[config.mk]
export PLATFORM = sky130hd
export DESIGN_NAME = gain_index_updater
export DESIGN_NICKNAME = d
export VERILOG_FILES = /design/src/rtl/gain_upd_pkg.sv /design/src/rtl/gain_upd_route.sv /design/src/rtl/gain_upd_ptr.sv /design/src/rtl/gain_index_updater.sv
export SDC_FILE = /design/constraint.sdc
export NUM_CORES = 1
export LEC_CHECK = 0
export CAP_MARGIN = 10
export CORE_ASPECT_RATIO = 0.6
export CORE_MARGIN = 4
export CORE_UTILIZATION = 25
export CTS_BUF_LIST = sky130_fd_sc_hd__clkbuf_8
export CTS_CLUSTER_DIAMETER = 50
export CTS_CLUSTER_SIZE = 14
export DETAILED_ROUTE_END_ITERATION = 10
export PLACE_DENSITY_LB_ADDON = 0.15
export SKIP_CTS_REPAIR_TIMING = 1
export SYNTH_ARGS = -nofsm -noshare
export SYNTH_HDL_FRONTEND = slang
export SYNTH_HIERARCHICAL = 1
export SYNTH_SLANG_ARGS = --single-unit
[constraint.sdc]
create_clock -name clk_i -period 5.23 [get_ports clk_i]
set_input_delay 1.046 -clock clk_i [delete_from_list [all_inputs] [get_ports clk_i]]
set_output_delay 1.046 -clock clk_i [all_outputs]
set_load 0.1 [all_outputs]
[src/rtl/gain_upd_pkg.sv]
package gain_upd_pkg;
  typedef enum logic [1:0] {
    OVL_FRONT_LG = 2'b00,
    OVL_ADC_LG   = 2'b01,
    OVL_ADC_SM   = 2'b10,
    OVL_DIG_SAT  = 2'b11
  } ovl_e;

  localparam int unsigned N_PTR   = 3;
  localparam int unsigned P_FRONT = 0;
  localparam int unsigned P_FILT  = 1;
  localparam int unsigned P_DIG   = 2;
endpackage

[src/rtl/gain_upd_route.sv]
module gain_upd_route
  import gain_upd_pkg::*;
#(
  parameter int unsigned IDX_W  = 7,
  parameter int unsigned STEP_W = 5
) (
  input  logic              cmd_valid_i,
  input  logic [1:0]        cmd_i,
  input  logic              dig_en_i,
  input  logic [IDX_W-1:0]  front_idx_i,
  input  logic [IDX_W-1:0]  front_limit_i,
  input  logic [STEP_W-1:0] front_step_i,
  input  logic [STEP_W-1:0] filt_step_i,
  input  logic [STEP_W-1:0] dig_step_i,
  output logic [N_PTR-1:0]  hit_o,
  output logic [STEP_W-1:0] step_o
);
  logic front_upper, front_nonzero;

  assign front_upper   = front_idx_i > front_limit_i;
  assign front_nonzero = |front_idx_i;

  always_comb begin
    hit_o = '0;
    if (cmd_valid_i) begin
      unique case (ovl_e'(cmd_i))
        OVL_FRONT_LG: begin
          if (front_nonzero) hit_o[P_FRONT] = 1'b1;
          else               hit_o[P_FILT]  = 1'b1;
        end
        OVL_ADC_LG, OVL_ADC_SM: begin
          if (front_upper) hit_o[P_FRONT] = 1'b1;
          else             hit_o[P_FILT]  = 1'b1;
        end
        OVL_DIG_SAT: hit_o[P_DIG] = dig_en_i;
        default: hit_o = '0;
      endcase
    end
  end

  // step follows the table being hit, not the event
  always_comb begin
    step_o = '0;
    if (hit_o[P_FRONT])     step_o = front_step_i;
    else if (hit_o[P_FILT]) step_o = filt_step_i;
    else if (hit_o[P_DIG])  step_o = dig_step_i;
  end

  always_comb begin
    assert_dig_gate_R7: assert (!(hit_o[P_DIG] && !dig_en_i))
      else $error("digital pointer hit while disabled");
    assert_single_hit_R2: assert ($onehot0(hit_o))
      else $error("more than one pointer selected");
  end
endmodule

[src/rtl/gain_upd_ptr.sv]
module gain_upd_ptr #(
  parameter int unsigned IDX_W  = 7,
  parameter int unsigned STEP_W = 5
) (
  input  logic              clk_i,
  input  logic              rst_ni,
  input  logic              seeded_i,
  input  logic [IDX_W-1:0]  init_i,
  input  logic [IDX_W-1:0]  max_i,
  input  logic              hit_i,
  input  logic [STEP_W-1:0] step_i,
  input  logic              zero_i,
  output logic [IDX_W-1:0]  idx_o
);
  logic [IDX_W-1:0] q, seed_val, cur, nxt, step_w;

  assign step_w   = IDX_W'(step_i);
  assign seed_val = (init_i > max_i) ? max_i : init_i;

  always_comb begin
    if (zero_i)        cur = '0;
    else if (seeded_i) cur = q;
    else               cur = seed_val;
  end

  always_comb begin
    nxt = cur;
    if (hit_i) nxt = (cur > step_w) ? (cur - step_w) : '0;
  end

  always_ff @(posedge clk_i or negedge rst_ni) begin
    if (!rst_ni) q <= '0;
    else         q <= nxt;
  end

  assign idx_o = cur;

  assert_floor_R8: assert property (@(posedge clk_i) disable iff (!rst_ni)
    hit_i && (step_w >= cur) |=> q == '0);

  assert_no_wrap_R8: assert property (@(posedge clk_i) disable iff (!rst_ni)
    hit_i |=> q <= $past(cur));

  assert_hold_R9: assert property (@(posedge clk_i) disable iff (!rst_ni)
    !hit_i && !zero_i |=> q == $past(cur));
endmodule

[src/rtl/gain_index_updater.sv]
module gain_index_updater
  import gain_upd_pkg::*;
#(
  parameter int unsigned IDX_W  = 7,
  parameter int unsigned STEP_W = 5
) (
  input  logic              clk_i,
  input  logic              rst_ni,
  input  logic              cmd_valid_i,
  input  logic [1:0]        cmd_i,
  input  logic              dig_en_i,
  input  logic [IDX_W-1:0]  front_limit_i,
  input  logic [STEP_W-1:0] front_step_i,
  input  logic [STEP_W-1:0] filt_step_i,
  input  logic [STEP_W-1:0] dig_step_i,
  input  logic [IDX_W-1:0]  front_init_i,
  input  logic [IDX_W-1:0]  filt_init_i,
  input  logic [IDX_W-1:0]  dig_init_i,
  input  logic [IDX_W-1:0]  front_max_i,
  input  logic [IDX_W-1:0]  filt_max_i,
  input  logic [IDX_W-1:0]  dig_max_i,
  output logic [IDX_W-1:0]  front_idx_o,
  output logic [IDX_W-1:0]  filt_idx_o,
  output logic [IDX_W-1:0]  dig_idx_o,
  output logic              done_o
);
  logic                  seeded_q, done_q;
  logic [N_PTR-1:0]      hit;
  logic [STEP_W-1:0]     step;
  logic [IDX_W-1:0]      init_a [N_PTR];
  logic [IDX_W-1:0]      max_a  [N_PTR];
  logic [IDX_W-1:0]      idx_a  [N_PTR];
  logic [N_PTR-1:0]      zero_a;

  assign init_a[P_FRONT] = front_init_i;
  assign init_a[P_FILT]  = filt_init_i;
  assign init_a[P_DIG]   = dig_init_i;
  assign max_a[P_FRONT]  = front_max_i;
  assign max_a[P_FILT]   = filt_max_i;
  assign max_a[P_DIG]    = dig_max_i;
  assign zero_a          = {!dig_en_i, 1'b0, 1'b0};

  // start values stay visible until the first active edge loads them
  always_ff @(posedge clk_i or negedge rst_ni) begin
    if (!rst_ni) begin
      seeded_q <= 1'b0;
      done_q   <= 1'b0;
    end else begin
      seeded_q <= 1'b1;
      done_q   <= cmd_valid_i;
    end
  end

  gain_upd_route #(.IDX_W(IDX_W), .STEP_W(STEP_W)) u_route (
    .cmd_valid_i  (cmd_valid_i),
    .cmd_i        (cmd_i),
    .dig_en_i     (dig_en_i),
    .front_idx_i  (idx_a[P_FRONT]),
    .front_limit_i(front_limit_i),
    .front_step_i (front_step_i),
    .filt_step_i  (filt_step_i),
    .dig_step_i   (dig_step_i),
    .hit_o        (hit),
    .step_o       (step)
  );

  for (genvar g = 0; g < N_PTR; g++) begin : g_ptr
    gain_upd_ptr #(.IDX_W(IDX_W), .STEP_W(STEP_W)) u_ptr (
      .clk_i   (clk_i),
      .rst_ni  (rst_ni),
      .seeded_i(seeded_q),
      .init_i  (init_a[g]),
      .max_i   (max_a[g]),
      .hit_i   (hit[g]),
      .step_i  (step),
      .zero_i  (zero_a[g]),
      .idx_o   (idx_a[g])
    );
  end

  assign front_idx_o = idx_a[P_FRONT];
  assign filt_idx_o  = idx_a[P_FILT];
  assign dig_idx_o   = idx_a[P_DIG];
  assign done_o      = done_q;

  assert_done_R9: assert property (@(posedge clk_i) disable iff (!rst_ni)
    cmd_valid_i |=> done_o);

  assert_quiet_R9: assert property (@(posedge clk_i) disable iff (!rst_ni)
    !cmd_valid_i |=> !done_o);

  assert_front_floor_R3: assert property (@(posedge clk_i) disable iff (!rst_ni)
    cmd_valid_i && (ovl_e'(cmd_i) == OVL_FRONT_LG) && (front_idx_o == '0)
    |=> front_idx_o == '0);

  assert_lower_band_R5: assert property (@(posedge clk_i) disable iff (!rst_ni)
    cmd_valid_i && ((ovl_e'(cmd_i) == OVL_ADC_LG) || (ovl_e'(cmd_i) == OVL_ADC_SM))
    && (front_idx_o <= front_limit_i)
    |=> front_idx_o == $past(front_idx_o));

  always_comb begin
    assert_dig_off_R7: assert (dig_en_i || dig_idx_o == '0)
      else $error("digital index nonzero while disabled");
  end
endmodule

==> summary.md <==
| Metric | Value |
|---|---|
| Status | `complete, no violations` |
| # IOs | `just over 90` |
| Top Layer Used | `met4` |
| Hold Crit Start | `g_ptr[1].u_ptr/q[4]` |
| Max-Cap Viols | `0` |
| # port buffers | `between 90 and 100` |
| CP peak stage delay | `roughly 360 ps` |
| Type of origin of the critical path | `input port` |
| Drt drc | `0` |
| Setup crit start | `front_max_i[6]` |
| Layout Nets | `~690` |
| Worst skew pair latency | `roughly 280 ps` |
| Filler cell count | `approximately 1300` |
| Sw Pwr | `approximately 0.50 mW` |
| Achievable Freq | `191 MHz` |
| Synth-to-Final Area Change | `65.8%` |
| Vias in the first global route | `3326` |
| Via count | `3315` |
| Clk slew on worst S/H paths | `~110 ps` |
| Clock skew | `between 15 and 20 ps` |
| Top FF cell, synth | `dfrtp_1` |
| Die H | `roughly 97 um` |
| CP most frequent cell | `ha_4` |
| Post-Syn Instances | `390` |
| Logic pwr share | `0.708` |
| CTS Buf Count | `3` |
| Setup crit end | `g_ptr[0].u_ptr/q[3]` |
| Top-area cell type share of the netlist area | `0.173` |
| Area leader, netlist | `dfrtp_1` |
| Total GRT Usage | `0.137` |
| Reg2reg setup slack | `810 ps` |
| Yosys warns | `6` |
| Critical path fanouts, max | `6` |
| Minimum clock period | `5230 ps` |
| Hold WC Path Type | `flip-flop to flip-flop` |
| Final hold vios | `0` |
| FF-to-FF path depth | `17` |
| Die W | `~160 um` |
| Maximum clock path buffer count | `2` |
| Post-Route WL | `10500 um` |
| First-pass GRT wire length | `about 17000 um` |
| Placed wire-length estimate | `~9000 um` |
| WL met1 | `between 5000 and 6000 um` |
| Initial antenna violation count | `0` |
| Largest net degree at the start of global routing | `31` |
| Post-Syn Area | `3320 sq um` |
| Lkg Pwr | `~2.6 nW` |
| Number of synthesized flops with an enable pin | `0` |
| Final setup violation count | `0` |
| Clock share of power | `0.109` |
| Fin cells | `between 700 and 800` |
| DIE AREA | `about 15000 sq um` |
| PwrDens | `a little over 200 nW/um^2` |
| Gr ovfl total | `0` |
| Gp weighted congestion | `just over 0.8` |
| CP cell instances | `buf_8, inv_12, ha_4, nand4_1, a21o_4, a21oi_4, mux2i_2, o21ai_2, nor2b_4, ha_4, and4_4, a21boi_4, o211a_4, o21ai_4, mux2_4, inv_1, ha_1, nor2b_1, o31a_1, o31ai_4, nand3_4, a32o_1` |
| WL per Instance | `between 10 and 15 um` |
| Root Buffer | `clkbuf_8` |
| Initial Util | `0.257` |
| Worst VDD drop | `roughly 93 uV` |
| Utilization after layout | `0.426` |
| Reg2reg start | `seeded_q` |
| Sequential-to-total area share from yosys stat | `0.173` |
| Register share of total power | `0.183` |
| Slew HR | `0.358` |
| Worst path required time | `5390 ps` |
| CORE AREA | `~13000 sq um` |
| Main area contributors after synthesis | `dfrtp_1, ha_1, inv_1` |
| CP max-delay cell | `mux2_4` |
| Unique masters post-synth | `around 50` |
| Post-synth ARST share | `1.00` |
| Placed cells | `727` |
| Sw Ratio | `0.441` |
| Rows | `32` |
| Final setup TNS | `0 ps` |
| Routed met3 length | `approximately 600 um` |
| Final slew viol count | `0` |
| Crit path kind | `input port to flip-flop` |
| Slew @ Worst Pin | `approximately 960 ps` |
| CTS tree | `built` |
| Synth Register Bits | `23` |
| Final Cycle Share | `0.999` |
| Area occupied by multi-input gates | `2770 sq um` |
| Initial DRC count | `around 110` |
| Met2 WL | `between 3000 and 4000 um` |
| Ant. Diodes | `0` |
| CP Data Arrival Time | `5390 ps` |
| H-tree depth | `1` |
| Setup crit end kind | `flip-flop` |
| R2R Path End | `g_ptr[0].u_ptr/q[3]` |
| Antenna Nets Post-Route | `0` |
| Layout cells sized above 1 | `0.340` |
| RSZ-0062 raised after global routing | `yes` |
| Drt via density | `roughly 4.5` |
| # clock sinks | `23` |
| First-pass DRT Iterations | `4` |
| Avg Cell Area, Syn | `~8.5 sq um` |
| Register area | `roughly 580 sq um` |
| Pint | `0.631 mW` |
-- kinds of logic after synthesis --
group,share of synthesized area
multiplexers,0.0814
XOR/XNOR,0.0158
flip-flops,0.173
other,0.00226
AO/OA/AOI/OAI,0.296
AND/OR/NAND/NOR,0.156
adder cells (fa/ha/maj),0.188
buffers and inverters,0.0882
-- worst max-delay path: cells and delay by family --
kind / cells / cell delay (ps)
AOI/OAI and AO/OA: 9 / 2030
and+or+nand+nor: 5 / 730
adders and majority gates: 3 / 720
muxes: 2 / 640
buffers and inverters: 3 / 210
-- cell usage in the layout, fill, tap and decap left out, types with 4 or more instances in the layout --
cell / count
buf_4: 86
inv_1: 62
clkdlybuf4s50_1: 56
ha_1: 34
nand2_1: 25
dfrtp_1: 23
nor2_1: 21
a21oi_1: 17
conb_1: 17
mux2i_1: 15
o21ai_1: 13
a32o_1: 13
buf_12: 12
ha_4: 11
nor2b_1: 10
buf_6: 9
nand3_1: 7
a21oi_2: 7
nor2b_4: 6
a21o_1: 6
o21ai_0: 6
inv_2: 5
nand3b_1: 4
nand3_2: 4
mux2_4: 4
a32o_2: 4
o211ai_1: 4
-- Yosys cell counts, drive strengths merged (4+ instances only) --
cell type / number
ha: 45
mux2: 8
o21a: 6
nand2: 26
nand3b: 4
and4: 4
mux2i: 18
a32o: 17
o21ai: 23
nand3: 14
clkbuf: 7
a21o: 9
nor2b: 16
o211ai: 5
dfrtp: 23
a21oi: 27
nor2: 21
inv: 71
-- area by class of cell --
cell class / count / area share
clock buffers: 3 / 0.00750
clock inverters: 1 / 0.000909
inverters: 71 / 0.0523
multi-input cells: 304 / 0.503
flip-flops and latches: 23 / 0.105
well taps: 170 / 0.0386
repair buffers: 168 / 0.293
-- stage by stage --
step | setup WS (ps) | hold slack, ps | power (mW) | instance area [sq um]
floorplan | -402 | 566 | 0.681 | 3510
global placement | -805 | 591 | 0.962 | 5220
detailed placement | -893 | 598 | 0.969 | 5220
CTS | -598 | 624 | 1.10 | 5260
global route | -239 | 661 | 1.22 | 5500
finish | 2.73 | 614 | 1.13 | 5500
-- how the worst min path moves through the flow --
stage,cells after the start,slack [ps],end
final,3,610,g_ptr[1].u_ptr/q[4]
after global routing,3,660,g_ptr[1].u_ptr/q[4]
after CTS,3,620,g_ptr[1].u_ptr/q[4]
after detailed placement,3,600,g_ptr[1].u_ptr/q[4]
after floorplan,3,570,g_ptr[1].u_ptr/q[4]
after global placement,3,590,g_ptr[2].u_ptr/q[1]
-- flip-flops by register name, indices dropped and copies added (netlist names) --
name,flops
g_ptr.u_ptr/q,21
done_o,1
seeded_q,1
-- power groups by stage --
stage	sequential, mW	clock (mW)	combinational, mW
6_report	0.207	0.123	0.801
5_1_grt	0.209	0.137	0.875
4_1_cts	0.207	0.130	0.763
3_5_place_dp	0.210	0	0.759
3_3_place_gp	0.210	0	0.752
2_1_floorplan	0.211	0	0.469
-- per-layer routing --
metal | global-route usage | vias to the layer above
li1 | - | 1741
met1 | 0.229 | 1491
met2 | 0.180 | 79
met3 | 0.0307 | 4
met4 | 0.0127 | 0
met5 | 0 | -
Power figures use the tool's default switching activity.
